File: src/rtl/bhr_pkg.sv
`timescale 1ns/1ps
package bhr_pkg;
    localparam int DATA_W  = 32;
    localparam int ADDR_W  = 4;
    localparam int PTR_W   = 11;
    localparam int LEN_W   = 9;
    localparam int SHIFT_W = 5;
    localparam int NUM_PTR = 4;
    localparam int NUM_LEN = 2;
    localparam int FUNC_W  = 12;
    localparam int SEQ_W   = 3;
    localparam int CMP_W   = 3;
    localparam int MSW_W   = 16;
    localparam int FLAG_W  = 8;

    localparam int SEQ_LSB   = FUNC_W;
    localparam int RUN_BIT   = SEQ_LSB + SEQ_W;
    localparam int STALL_BIT = 24;
    localparam int HOLD_BIT  = DATA_W - 1;

    localparam logic [ADDR_W-1:0] A_PTR0   = 4'd0;
    localparam logic [ADDR_W-1:0] A_LEN0   = 4'd4;
    localparam logic [ADDR_W-1:0] A_SHIFT  = 4'd6;
    localparam logic [ADDR_W-1:0] A_FUNC   = 4'd7;
    localparam logic [ADDR_W-1:0] A_CMP    = 4'd8;
    localparam logic [ADDR_W-1:0] A_MSW    = 4'd9;
    localparam logic [ADDR_W-1:0] A_DIVMSW = 4'd10;
    localparam logic [ADDR_W-1:0] A_SEQCTL = 4'd11;
    localparam logic [ADDR_W-1:0] A_SIG    = 4'd15;

    localparam logic [7:0] SIG_ID = 8'h1C;

    typedef struct packed {
        logic [CMP_W-1:0] cmp;
        logic [MSW_W-1:0] msw;
        logic [MSW_W-1:0] divmsw;
    } result_t;
endpackage

File: src/rtl/bhr_operand_bank.sv
`timescale 1ns/1ps
module bhr_operand_bank #(
    parameter int N = 4,
    parameter int W = 11
) (
    input  logic           clk,
    input  logic           rst_n,
    input  logic [N-1:0]   wr_en,
    input  logic [W-1:0]   wdata,
    input  logic           load,
    output logic [N*W-1:0] staged,
    output logic [N*W-1:0] active
);
    typedef struct packed {
        logic [N-1:0][W-1:0] stage;
        logic [N-1:0][W-1:0] live;
    } bank_t;

    bank_t bank_d, bank_q;

    always_comb begin
        bank_d = bank_q;
        for (int i = 0; i < N; i++) begin
            if (wr_en[i]) bank_d.stage[i] = wdata;
        end
        if (load) bank_d.live = bank_q.stage;
    end

    always_ff @(posedge clk or negedge rst_n) begin
        if (!rst_n) bank_q <= '0;
        else        bank_q <= bank_d;
    end

    assign staged = bank_q.stage;
    assign active = bank_q.live;
endmodule

File: src/rtl/bhr_result_stage.sv
`timescale 1ns/1ps
module bhr_result_stage
    import bhr_pkg::*;
(
    input  logic    clk,
    input  logic    rst_n,
    input  logic    busy,
    input  logic    stall,
    input  logic    done,
    input  result_t res_in,
    output result_t res_pub,
    output logic    finish
);
    typedef struct packed {
        logic    pend;
        result_t held;
        result_t pub;
    } rs_t;

    rs_t rs_d, rs_q;

    always_comb begin
        rs_d   = rs_q;
        finish = 1'b0;
        if (busy && !rs_q.pend && done) begin
            rs_d.pend = 1'b1;
            rs_d.held = res_in;
        end
        if (rs_d.pend && !stall) begin
            rs_d.pub  = rs_d.held;
            rs_d.pend = 1'b0;
            finish    = 1'b1;
        end
    end

    always_ff @(posedge clk or negedge rst_n) begin
        if (!rst_n) rs_q <= '0;
        else        rs_q <= rs_d;
    end

    assign res_pub = rs_q.pub;
endmodule

File: src/rtl/bhr_seq_flags.sv
`timescale 1ns/1ps
module bhr_seq_flags #(
    parameter int   FW       = 8,
    parameter logic HOLD_RST = 1'b1
) (
    input  logic          clk,
    input  logic          rst_n,
    input  logic [FW-1:0] host_set,
    input  logic          auto_set,
    input  logic [FW-1:0] seq_clr,
    input  logic          hold_we,
    input  logic          hold_val,
    output logic [FW-1:0] flags,
    output logic          hold
);
    localparam logic [FW-1:0] AUTO_MASK = FW'(1);

    typedef struct packed {
        logic [FW-1:0] flags;
        logic          hold;
    } sf_t;

    sf_t sf_d, sf_q;

    always_comb begin
        sf_d       = sf_q;
        sf_d.flags = (sf_q.flags & ~seq_clr) | host_set | (auto_set ? AUTO_MASK : '0);
        if (hold_we) sf_d.hold = hold_val;
    end

    always_ff @(posedge clk or negedge rst_n) begin
        if (!rst_n) begin
            sf_q.flags <= '0;
            sf_q.hold  <= HOLD_RST;
        end else begin
            sf_q <= sf_d;
        end
    end

    assign flags = sf_q.flags;
    assign hold  = sf_q.hold;
endmodule

File: src/rtl/bignum_host_regs.sv
`timescale 1ns/1ps
module bignum_host_regs
    import bhr_pkg::*;
#(
    parameter logic PROG_IN_RAM = 1'b1
) (
    input  logic                     clk,
    input  logic                     rst_n,
    input  logic [ADDR_W-1:0]        reg_addr,
    input  logic                     reg_we,
    input  logic [DATA_W-1:0]        reg_wdata,
    output logic [DATA_W-1:0]        reg_rdata,
    output logic                     op_start,
    output logic [NUM_PTR*PTR_W-1:0] op_ptrs,
    output logic [NUM_LEN*LEN_W-1:0] op_lens,
    output logic [SHIFT_W-1:0]       op_shift,
    output logic [FUNC_W-1:0]        op_func,
    output logic [SEQ_W-1:0]         op_seq_sel,
    input  logic                     op_done,
    input  logic [CMP_W-1:0]         done_cmp,
    input  logic [MSW_W-1:0]         done_msw,
    input  logic [MSW_W-1:0]         done_divmsw,
    input  logic [FLAG_W-1:0]        seq_status,
    input  logic [FLAG_W-1:0]        seq_flag_clr,
    output logic [FLAG_W-1:0]        seq_flags,
    output logic                     seq_hold,
    output logic                     irq_done
);
    typedef struct packed {
        logic [FUNC_W-1:0]  func;
        logic [SEQ_W-1:0]   seq_sel;
        logic               stall;
        logic               run;
        logic               start;
        logic [SHIFT_W-1:0] shift;
    } ctl_t;

    ctl_t ctl_d, ctl_q;

    logic                     start_req;
    logic                     finish;
    logic                     run_vis;
    logic [NUM_PTR-1:0]       ptr_we;
    logic [NUM_LEN-1:0]       len_we;
    logic [NUM_PTR*PTR_W-1:0] ptr_staged;
    logic [NUM_LEN*LEN_W-1:0] len_staged;
    logic [NUM_PTR-1:0][PTR_W-1:0] ptr_rd;
    logic [NUM_LEN-1:0][LEN_W-1:0] len_rd;
    result_t                  res_in, res_pub;
    logic [FLAG_W-1:0]        host_set;
    logic                     seqctl_we;
    logic unused_wdata;

    assign unused_wdata = ^{reg_wdata[HOLD_BIT-1:STALL_BIT+1], reg_wdata[STALL_BIT-1:RUN_BIT+1]};

    assign start_req = reg_we && (reg_addr == A_FUNC) && reg_wdata[RUN_BIT] && !ctl_q.run;
    assign seqctl_we = reg_we && (reg_addr == A_SEQCTL);
    assign host_set  = seqctl_we ? reg_wdata[FLAG_W-1:0] : '0;

    // Write strobes for the double-buffered operand registers
    for (genvar gi = 0; gi < NUM_PTR; gi++) begin : g_ptr_we
        assign ptr_we[gi] = reg_we && (reg_addr == A_PTR0 + ADDR_W'(gi));
    end
    for (genvar gj = 0; gj < NUM_LEN; gj++) begin : g_len_we
        assign len_we[gj] = reg_we && (reg_addr == A_LEN0 + ADDR_W'(gj));
    end

    bhr_operand_bank #(.N(NUM_PTR), .W(PTR_W)) i_ptr_bank (
        .clk(clk), .rst_n(rst_n), .wr_en(ptr_we), .wdata(reg_wdata[PTR_W-1:0]),
        .load(start_req), .staged(ptr_staged), .active(op_ptrs)
    );

    bhr_operand_bank #(.N(NUM_LEN), .W(LEN_W)) i_len_bank (
        .clk(clk), .rst_n(rst_n), .wr_en(len_we), .wdata(reg_wdata[LEN_W-1:0]),
        .load(start_req), .staged(len_staged), .active(op_lens)
    );

    assign res_in = '{cmp: done_cmp, msw: done_msw, divmsw: done_divmsw};

    bhr_result_stage i_results (
        .clk(clk), .rst_n(rst_n), .busy(ctl_q.run), .stall(ctl_q.stall),
        .done(op_done), .res_in(res_in), .res_pub(res_pub), .finish(finish)
    );

    bhr_seq_flags #(.FW(FLAG_W), .HOLD_RST(PROG_IN_RAM)) i_seq_flags (
        .clk(clk), .rst_n(rst_n), .host_set(host_set),
        .auto_set(start_req && (reg_wdata[RUN_BIT-1:SEQ_LSB] != '0)),
        .seq_clr(seq_flag_clr), .hold_we(seqctl_we), .hold_val(reg_wdata[HOLD_BIT]),
        .flags(seq_flags), .hold(seq_hold)
    );

    always_comb begin
        ctl_d       = ctl_q;
        ctl_d.start = 1'b0;
        if (reg_we && (reg_addr == A_SHIFT) && !ctl_q.run) begin
            ctl_d.shift = reg_wdata[SHIFT_W-1:0];
        end
        if (reg_we && (reg_addr == A_FUNC)) begin
            ctl_d.stall = reg_wdata[STALL_BIT];
            if (!ctl_q.run) begin
                ctl_d.func    = reg_wdata[FUNC_W-1:0];
                ctl_d.seq_sel = reg_wdata[RUN_BIT-1:SEQ_LSB];
            end
        end
        if (start_req) begin
            ctl_d.run   = 1'b1;
            ctl_d.start = 1'b1;
        end
        if (finish) ctl_d.run = 1'b0;
    end

    always_ff @(posedge clk or negedge rst_n) begin
        if (!rst_n) ctl_q <= '0;
        else        ctl_q <= ctl_d;
    end

    assign run_vis    = ctl_q.run | ~seq_status[0];
    assign irq_done   = ~run_vis;
    assign op_start   = ctl_q.start;
    assign op_shift   = ctl_q.shift;
    assign op_func    = ctl_q.func;
    assign op_seq_sel = ctl_q.seq_sel;
    assign ptr_rd     = ptr_staged;
    assign len_rd     = len_staged;

    always_comb begin
        reg_rdata = '0;
        unique case (reg_addr)
            A_PTR0, A_PTR0 + 4'd1, A_PTR0 + 4'd2, A_PTR0 + 4'd3:
                reg_rdata = DATA_W'(ptr_rd[reg_addr[1:0]]);
            A_LEN0, A_LEN0 + 4'd1:
                reg_rdata = DATA_W'(len_rd[reg_addr[0]]);
            A_SHIFT:  reg_rdata = DATA_W'(ctl_q.shift);
            A_FUNC: begin
                reg_rdata[FUNC_W-1:0]       = ctl_q.func;
                reg_rdata[RUN_BIT-1:SEQ_LSB] = ctl_q.seq_sel;
                reg_rdata[RUN_BIT]           = run_vis;
                reg_rdata[STALL_BIT]         = ctl_q.stall;
            end
            A_CMP:    reg_rdata = DATA_W'(res_pub.cmp);
            A_MSW:    reg_rdata = DATA_W'(res_pub.msw);
            A_DIVMSW: reg_rdata = DATA_W'(res_pub.divmsw);
            A_SEQCTL: begin
                reg_rdata[FLAG_W-1:0]        = seq_flags;
                reg_rdata[2*FLAG_W-1:FLAG_W] = seq_status;
                reg_rdata[HOLD_BIT]          = seq_hold;
            end
            A_SIG:    reg_rdata = DATA_W'({~SIG_ID, SIG_ID});
            default:  reg_rdata = '0;
        endcase
    end
endmodule

File: config.mk
export PLATFORM = sky130hd
export DESIGN_NAME = bignum_host_regs
export DESIGN_NICKNAME = d
export VERILOG_FILES = /design/src/rtl/bhr_pkg.sv /design/src/rtl/bhr_operand_bank.sv /design/src/rtl/bhr_result_stage.sv /design/src/rtl/bhr_seq_flags.sv /design/src/rtl/bignum_host_regs.sv
export SDC_FILE = /design/constraint.sdc
export NUM_CORES = 1
export LEC_CHECK = 0
export BUFFER_PORTS_ARGS = -buffer_cell sky130_fd_sc_hd__buf_2
export CAP_MARGIN = 20
export CORE_MARGIN = 2
export CORE_UTILIZATION = 30
export DETAILED_ROUTE_END_ITERATION = 10
export PLACE_DENSITY = 0.62
export SLEW_MARGIN = 25
export SYNTH_ARGS = -nofsm -noshare
export SYNTH_HDL_FRONTEND = slang
export SYNTH_SLANG_ARGS = --single-unit
File: constraint.sdc
create_clock -name clk -period 2 [get_ports clk]
set_input_delay 0.4 -clock clk [delete_from_list [all_inputs] [get_ports clk]]
set_output_delay 0.4 -clock clk [all_outputs]
set_load 0.03 [all_outputs]
==> flow_summary.yaml, run 1 <==
timing:
  timing.hold.ws_ps: 51.1
  fin_ws_ps: -324
  timing.final.crit_share_pct: 116
  tightest_slew_ps: 643
  rsz0062_at_grt: "yes"
  fin_tns_setup_ps: -2710
  clock.fmax_ghz: 0.430
  drv_slew: 0
  skew_ps: 12.0
  period_needed_ps: 2320
  slew_headroom_pct: 56.8
  hold_violations: 0
  setup_viol: 13
global_route:
  grt_pass1_wl_um: 45200
  grt_max_degree: 54
  grt_pass1_vias: 7038
  grt_remaining_overflow: 0
  track_usage_pct: 17.0
  antenna_found_initial: 0
die:
  die_x_um: 187
  core_area_um2: 32700
  rows: 66
  start_util_pct: 30.7
  io_pins: 216
  dieArea_um2: 34900
  die_h_um: 187
worst_hold_path:
  hold_class: "input port to register"
  worstHoldEndpoint: "i_seq_flags.flags[1]"
  worstHoldPathCells: 2
  hold_path.startpoint: "seq_flag_clr[1]"
route:
  wirelength_um: 30200
  dr.pass1.iters: 4
  num_vias: 6703
  drt-initial-drc-count: 436
  postRouteAntennaNets: 0
  drc_errors: 0
  routedWlPerCell_um: 20.9
  viasPerCell: 4.64
power:
  ir_drop_mv: 0.729
  power_density_nw_per_um2: 1220
  p_leak_nw: 6.75
synthesis:
  synthCells: 686
  synth_ff_type: "dfrtp_1"
  ys_top_cells_by_area: "dfrtp_1, mux2_2, mux2_4, mux4_2, mux2i_1"
  syn_area_per_cell_um2: 14.6
  ys_async_sr_fraction_pct: 100
  synth_edf_count: 0
  synth_cell_types: 48
  ys_warn_count: 0
  synth_top_area_cell: "dfrtp_1"
  synth_top_area_share_pct: 56.4
  ys_ff_latch: 227
  synth_seq_area_share_pct: 56.6
  netlist_area_um2: 10000
critical_path:
  cp-start-kind: "register"
  r2r_setup_slack_ps: 260
  rr_startpoint: "ctl_q[6]"
  critPathKind: "register to primary output"
  required_ps: 1600
  reg2reg_to: "i_results.res_pub[16]"
  crit_fanout: 2
  endpoint_kind: "primary output"
  rr_worst_depth: 4
  arrival_ps: 1920
  crit_path_start: "i_ptr_bank.staged[41]"
place:
  dp_slack_ps: -379
  io_buffers: 187
  gp_congestion: 0.923
  dp_hpwl_um: 22500
  place_inst: 1359
cells_and_area:
  diodes: 0
  finalNonFillerCells: 1446
  drive_above_1_share_pct: 63.0
  nNetsFinal: 1081
  area_growth_syn_to_layout_pct: 35.0
clocking:
  cts_tree: "yes"
  clk_path_buf_depth: 3
  clkSlewWorstSetupHoldPaths_ps: 60
  cts_sinks: 227
  clk-insertion-delay-late_ps: 530
  cts_root_buffer: "clkbuf_16"
  htreeDepth: 1
  cts_made_buffers: 25
flow_run:
  drv_cap: 0
run_status:
  outcome: "finished, violations left"
  violations: "negative setup slack"
## cell usage in the layout, fill, tap and decap left out, drive strengths merged, types with 10 or more instances in the layout
cell / instances
conb: 14
inv: 12
mux4: 11
a21oi: 10
mux2i: 14
dfrtp: 226
buf: 318
mux2: 222
o21ai: 14
nand2: 27
clkbuf: 35
nand3: 10
## per-stage QoR
stage | total power [mW] | util (%) | instance area (um^2)
6_report | 16.5 | 41.4 | 13500
5_1_grt | 17.3 | 41.4 | 13500
4_1_cts | 16.6 | 40.8 | 13300
3_5_place_dp | 11.7 | 37.1 | 12100
3_3_place_gp | 11.6 | 37.1 | 12100
2_1_floorplan | 9.95 | - | 10200
## repair_timing
action / CTS / global route
gates cloned: 0 / 1
hold endpoints to repair: 48 / 0
endpoints found under the setup margin: 18 / 17
buffers inserted: 34 / 10
hold buffers: 1 / 0
pin swaps: 14 / 4
gates resized for setup: 52 / 30
## where the power goes
| group | internal [mW] | leakage [nW] | switching [mW] |
|---|---|---|---|
| sequential | 6.05 | 2.85 | 0.882 |
| combinational | 2.51 | 3.52 | 2.60 |
| clock | 2.65 | 0.382 | 1.82 |
| total | 11.2 | 6.75 | 5.31 |
## cells in the mapped netlist (2+ instances only)
library cell / n
buf_6: 7
buf_1: 3
dfrtp_1: 226
o32ai_1: 2
nor2_1: 8
o22ai_1: 5
clkbuf_1: 15
a31o_2: 2
o21a_1: 2
nand2b_1: 2
mux4_2: 11
a221oi_1: 2
and3_1: 8
mux2_4: 58
nor2b_1: 6
a21oi_1: 10
and2_1: 2
nor3_1: 8
a32oi_1: 5
nand2_1: 27
mux2_2: 164
mux2i_1: 14
nand3_1: 10
o2111ai_1: 2
o21ai_0: 14
buf_4: 17
a22oi_1: 8
a22o_1: 4
buf_2: 14
o211ai_1: 2
inv_1: 11
## critical path, stage by stage, from the launching register on
cell and delay [ps]:
dfrtp_1 370, mux4_2 510, nor2_2 100, a211oi_1 50, a21o_1 210, buf_6 150
## worst max path at each step
stage	to
floorplan	reg_rdata[5]
global placement	reg_rdata[5]
detailed placement	reg_rdata[5]
CTS	reg_rdata[8]
global route	reg_rdata[2]
finish	reg_rdata[8]
## cell families (layout without fill, tap and decap cells)
| group | Yosys count | after routing | synth area share (%) |
|---|---|---|---|
| DFF | 227 | 227 | 56.6 |
| AOI/OAI and AO/OA | 66 | 66 | 4.53 |
| buffers and inverters | 67 | 372 | 3.84 |
| and+or+nand+nor | 78 | 78 | 4.00 |
| other | 1 | 14 | 0.0374 |
| muxes | 247 | 247 | 31.0 |
## routing by layer
| metal | track usage, % | up-vias | wire (um) |
|---|---|---|---|
| li1 | - | 3063 | - |
| met1 | 23.7 | 3395 | 13200 |
| met2 | 27.3 | 211 | 14300 |
| met3 | 3.55 | 34 | 2240 |
| met4 | 3.91 | 0 | 481 |
| met5 | 0 | - | 0 |
## state kept, by name, summed over array words and instances (netlist names)
name and count:
op_start 1, i_len_bank.staged 18, i_seq_flags.hold 1, i_results.res_pub 35
op_func 12, i_ptr_bank.active 44, op_seq_sel 3, i_len_bank.active 18
op_shift 5, i_results.rs_q 36, ctl_q 2, i_seq_flags.flags 8
i_ptr_bank.staged 44
## layout make-up
type                    instances  area [um^2]
multi-input cells             405         4210
fillers                      3094        19200
well taps                     442          553
clock buffers                  34          689
clock inverters                 7         95.1
repair buffers                320         2270
flip-flops and latches        227         5690
inverters                      11         41.3
Power figures use the tool's default switching activity.
==> run 2, diff against run 1 <==
--- a/config.mk
+++ b/config.mk
@@ -9,6 +9,7 @@
 export CAP_MARGIN = 20
 export CORE_MARGIN = 2
 export CORE_UTILIZATION = 30
+export CTS_CLUSTER_DIAMETER = 30
 export DETAILED_ROUTE_END_ITERATION = 10
 export PLACE_DENSITY = 0.62
 export SLEW_MARGIN = 25
==> constraint.sdc (replaced) <==
create_clock -name clk -period 2.1 [get_ports clk]
set_input_delay 0.42 -clock clk [delete_from_list [all_inputs] [get_ports clk]]
set_output_delay 0.42 -clock clk [all_outputs]
set_load 0.03 [all_outputs]
==> flow_summary.yaml, run 2 (synthesis results as in run 1) <==
run_status:
  outcome: "finished, violations left"
  violations: "negative setup slack"
die:
  die_x_um: 187
  start_util_pct: 30.7
  core_area_um2: 32700
  dieArea_um2: 34900
  die_h_um: 187
  rows: 66
  io_pins: 216
route:
  postRouteAntennaNets: 0
  drt-initial-drc-count: 304
  routedWlPerCell_um: 21.0
  num_vias: 6963
  dr.pass1.iters: 5
  wirelength_um: 31200
  drc_errors: 0
  viasPerCell: 4.67
cells_and_area:
  nNetsFinal: 1097
  finalNonFillerCells: 1491
  final_cell_mix: "dfrtp_1, buf_2, mux2_2"
  stdcell_area_um2: 14500
  layout_commonest_cell: "dfrtp_1"
  n_fill_cell: 3020
  area_growth_syn_to_layout_pct: 44.3
  drive_above_1_share_pct: 64.2
power:
  switchingPower_mw: 5.96
  ir_drop_mv: 0.818
  p_seq_share_pct: 33.3
  p_clk_share_pct: 41.7
  power_mw: 19.7
  p_leak_nw: 7.19
  pwr-share-comb_pct: 24.9
  power_density_nw_per_um2: 1360
  intPower_mw: 13.8
  swShare_pct: 30.2
worst_hold_path:
  hold_class: "input port to register"
clocking:
  cts_root_buffer: "clkbuf_16"
  clk_path_buf_depth: 3
  cts_tree: "yes"
  clk-insertion-delay-late_ps: 540
  cts_made_buffers: 51
  htreeDepth: 2
  clkSlewWorstSetupHoldPaths_ps: 50
  cts_sinks: 227
critical_path:
  cpMaxStageDelayCell: "mux4_2"
  endpoint: "reg_rdata[8]"
  crit_family: "multiplexers"
  cp-start-kind: "register"
  cp.depth: 5
  reg2reg_to: "i_results.res_pub[1]"
  crit_buf_inv: 1
  critical_path.cell_chain: "mux4_2 > nor2_2 > a211oi_2 > a21o_1 > buf_6"
  rr_worst_depth: 4
  critPathKind: "register to primary output"
  arrival_ps: 1950
  crit_fanout: 2
  rr_startpoint: "ctl_q[6]"
  crit_path_start: "i_ptr_bank.staged[41]"
  required_ps: 1680
  r2r_setup_slack_ps: 470
  endpoint_kind: "primary output"
  critPathMaxStageDelay_ps: 500
place:
  place_inst: 1351
  gp_congestion: 0.887
  dpl_cell_area_um2: 12000
  io_buffers: 187
  dp_slack_ps: -223
  dp_hpwl_um: 22600
timing:
  fin_ws_ps: -270
  timing.final.crit_share_pct: 113
  fin_tns_setup_ps: -1920
  hold_violations: 0
  period_needed_ps: 2370
  slew_headroom_pct: 46.3
  setup_viol: 12
  drv_slew: 0
  tightest_slew_ps: 799
  clock.fmax_ghz: 0.422
  skew_ps: 15.8
  rsz0062_at_grt: "yes"
global_route:
  grt_pass1_vias: 7410
  antenna_found_initial: 2
  grt_pass1_wl_um: 46700
  grt_max_degree: 66
  track_usage_pct: 17.7
  grt_remaining_overflow: 0
flow_run:
  drv_cap: 0
-- run 2: layout make-up --
type	count	area [um^2]	share of cell area (%)
sequential	227	5680	39.3
inverter	11	41.3	0.285
clock buffer	56	1330	9.15
clock inverter	39	484	3.35
antenna	1	2.50	0.0173
multi-input combinational	405	4210	29.1
tap	442	553	3.82
timing repair buffer	310	2180	15.1
-- run 2: what timing repair did --
action / CTS / global route
buffers inserted: 36 / 6
hold buffers: 1 / 0
setup endpoints to repair: 13 / 16
gates cloned: 0 / 1
pin swaps: 18 / 9
resized for setup: 49 / 21
endpoints found under the hold margin: 58 / 0
-- run 2: power by group through the flow --
stage          combinational, mW  sequential [mW]  clock (mW)
2_1_floorplan               2.31             7.16           0
3_3_place_gp                4.37             6.62           0
3_5_place_dp                4.44             6.68           0
4_1_cts                     4.89             6.57        8.38
5_1_grt                     5.22             6.73        8.64
6_report                    4.91             6.57        8.23
-- run 2: routing by layer --
| metal | vias to the layer above | share of wire, % | GRT usage (%) |
|---|---|---|---|
| met5 | - | 0.042 | 0 |
| met4 | 2 | 2.4 | 5.40 |
| met3 | 43 | 6.8 | 4.92 |
| met2 | 274 | 47 | 28.0 |
| met1 | 3498 | 44 | 23.7 |
| li1 | 3146 | - | - |
-- run 2: worst min path at each step --
stage                          startpoint                    to  slack (ps)  cells after the start
after floorplan                     rst_n              ctl_q[6]         120                      0
after global placement              rst_n  i_ptr_bank.active[0]         430                      1
after detailed placement            rst_n  i_ptr_bank.active[0]         440                      1
after CTS                 seq_flag_clr[5]  i_seq_flags.flags[5]          40                      2
after global routing      seq_flag_clr[5]  i_seq_flags.flags[5]          50                      2
final                     seq_flag_clr[5]  i_seq_flags.flags[5]          60                      2
-- run 2: metrics by stage --
step	hold WS, ps	util, %
after CTS	37.6	43.8
after detailed placement	437	36.8
after global routing	46.8	44.3
after floorplan	124	-
after global placement	433	36.8
final	55.5	44.3
-- run 2: worst reg2reg max path, cell delays in order (launching register included) --
cell	delay, ps
dfrtp_1	440
nand3b_1	190
buf_4	230
mux2_2	390
mux2_2	270
==> run 3, diff against run 2 <==
--- a/config.mk
+++ b/config.mk
@@ -7,11 +7,14 @@
 export LEC_CHECK = 0
 export BUFFER_PORTS_ARGS = -buffer_cell sky130_fd_sc_hd__buf_2
 export CAP_MARGIN = 20
+export CELL_PAD_IN_SITES_DETAIL_PLACEMENT = 0
+export CELL_PAD_IN_SITES_GLOBAL_PLACEMENT = 2
 export CORE_MARGIN = 2
 export CORE_UTILIZATION = 30
+export CTS_BUF_LIST = sky130_fd_sc_hd__clkbuf_4
 export CTS_CLUSTER_DIAMETER = 30
 export DETAILED_ROUTE_END_ITERATION = 10
-export PLACE_DENSITY = 0.62
+export PLACE_DENSITY = 0.8
 export SLEW_MARGIN = 25
 export SYNTH_ARGS = -nofsm -noshare
 export SYNTH_HDL_FRONTEND = slang
==> flow_summary.yaml, run 3 (synthesis results as in run 1) <==
timing:
  skew_ps: 24.7
  timing.final.crit_share_pct: 119
  setup_viol: 13
  fin_ws_ps: -393
  timing.hold.ws_ps: 36.2
  tightest_slew_ps: 578
  period_needed_ps: 2490
  slew_headroom_pct: 61.2
  rsz0062_at_grt: "yes"
  hold_violations: 0
  clock.fmax_ghz: 0.401
  drv_slew: 0
critical_path:
  rr_worst_depth: 4
  rr_startpoint: "ctl_q[6]"
  cp-start-kind: "register"
  critPathKind: "register to primary output"
  endpoint_kind: "primary output"
  critPathMaxStageDelay_ps: 500
  arrival_ps: 2070
  r2r_setup_slack_ps: 430
  reg2reg_to: "i_results.res_pub[3]"
  critical_path.cell_chain: "mux4_2 > nor2_2 > a211oi_2 > a21o_1 > buf_6"
  crit_fanout: 2
  cpMaxStageDelayCell: "mux4_2"
  required_ps: 1680
worst_hold_path:
  worstHoldPathCells: 2
  hold_path.startpoint: "done_cmp[1]"
  hold_class: "input port to register"
  worstHoldEndpoint: "i_results.rs_q[68]"
global_route:
  grt_pass1_wl_um: 46300
  grt_remaining_overflow: 0
  grt_pass1_vias: 7656
  grt_max_degree: 91
  antenna_found_initial: 4
  track_usage_pct: 17.4
route:
  num_vias: 7168
  dr.pass1.iters: 4
  drt-initial-drc-count: 327
  viasPerCell: 4.58
  postRouteAntennaNets: 0
  routedWlPerCell_um: 19.6
  drc_errors: 0
  wirelength_um: 30700
cells_and_area:
  multi_input_area_um2: 4210
  nNetsFinal: 1157
  drive_above_1_share_pct: 62.9
  n_fill_cell: 3128
  stdcell_area_um2: 13900
  final_cell_mix: "dfrtp_1, buf_2, mux2_2"
  finalNonFillerCells: 1565
  layout_commonest_cell: "dfrtp_1"
  area_growth_syn_to_layout_pct: 39.0
  regArea_um2: 5680
place:
  dpl_cell_area_um2: 12100
  dp_hpwl_um: 22100
  place_inst: 1352
  io_buffers: 187
  dp_slack_ps: -304
  gp_congestion: 0.861
run_status:
  violations: "negative setup slack"
  outcome: "finished, violations left"
clocking:
  cts_root_buffer: "clkbuf_4"
  clkSlewWorstSetupHoldPaths_ps: 60
  htreeDepth: 3
  cts_tree: "yes"
  clk_path_buf_depth: 3
  clk-insertion-delay-late_ps: 660
  cts_sinks: 227
  cts_made_buffers: 71
power:
  ir_drop_mv: 0.657
  p_leak_nw: 7.01
  power_density_nw_per_um2: 1130
die:
  start_util_pct: 30.7
  rows: 66
  die_x_um: 187
  dieArea_um2: 34900
  io_pins: 216
  core_area_um2: 32700
  die_h_um: 187
flow_run:
  drv_cap: 0
[run 3: cell count changes in the layout (fill, tap and decap cells not counted), sizes merged, moves of 4 or more]
cell,change
buf,+4
bufinv,-8
dlygate4sd3,+37
clkbuf,+42
inv,-8
clkinv,+8
[run 3: critical path, delay by kind of cell (launching register included)]
| kind | cells | cell delay (ps) |
|---|---|---|
| multiplexers | 1 | 500 |
| AO/OA/AOI/OAI | 2 | 250 |
| AND/OR/NAND/NOR | 1 | 130 |
| buffers and inverters | 1 | 160 |
| flip-flops | 1 | 380 |
[run 3: timing repair]
item,4_1_cts,5_1_grt
hold endpoints to repair,263,0
setup endpoints to repair,13,17
pin swaps,17,8
buffers inserted,39,7
gates resized for setup,45,24
hold buffers,38,0
[run 3: area by class of cell]
class,count,area share [%]
multi-input cells,405,30.2
flip-flops and latches,227,40.7
clock inverters,28,0.951
well taps,442,3.97
clock buffers,99,5.33
diodes,3,0.0538
repair buffers,350,18.5
inverters,11,0.296
[run 3: per-layer routing]
metal  global-route usage [%]  wire (um)  up-vias
met3                     4.80       2020       41
met5                        0          0        -
met2                     27.5      14500      248
met1                     23.3      13600     3602
met4                     5.68        539        0
li1                         -          -     3277
[run 3: worst max-delay path by stage]
stage	depth (start not counted)	start	slack, ps	to
2_1_floorplan	6	reg_addr[0]	-0.4	reg_rdata[10]
4_1_cts	5	i_ptr_bank.staged[41]	-420	reg_rdata[8]
6_report	5	i_ptr_bank.staged[41]	-390	reg_rdata[8]
5_1_grt	5	i_ptr_bank.staged[41]	-470	reg_rdata[8]
3_3_place_gp	8	reg_addr[0]	-310	reg_rdata[5]
3_5_place_dp	8	reg_addr[0]	-300	reg_rdata[5]
[run 3: metrics by stage]
| stage | power [mW] | TNS [ps] | util (%) |
|---|---|---|---|
| final | 15.7 | -3460 | 42.7 |
| after global routing | 16.6 | -4650 | 42.6 |
| after CTS | 15.8 | -4130 | 42.2 |
| after detailed placement | 11.1 | -2750 | 37.0 |
| after global placement | 11.0 | -2340 | 37.0 |
| after floorplan | 9.47 | -0.380 | - |
[run 3: where the power goes]
| group | leakage, nW | switching (mW) | total (mW) | internal [mW] |
|---|---|---|---|---|
| Clock | 0.531 | 1.98 | 4.19 | 2.21 |
| Combinational | 3.62 | 2.53 | 4.99 | 2.46 |
| Sequential | 2.86 | 0.765 | 6.52 | 5.75 |
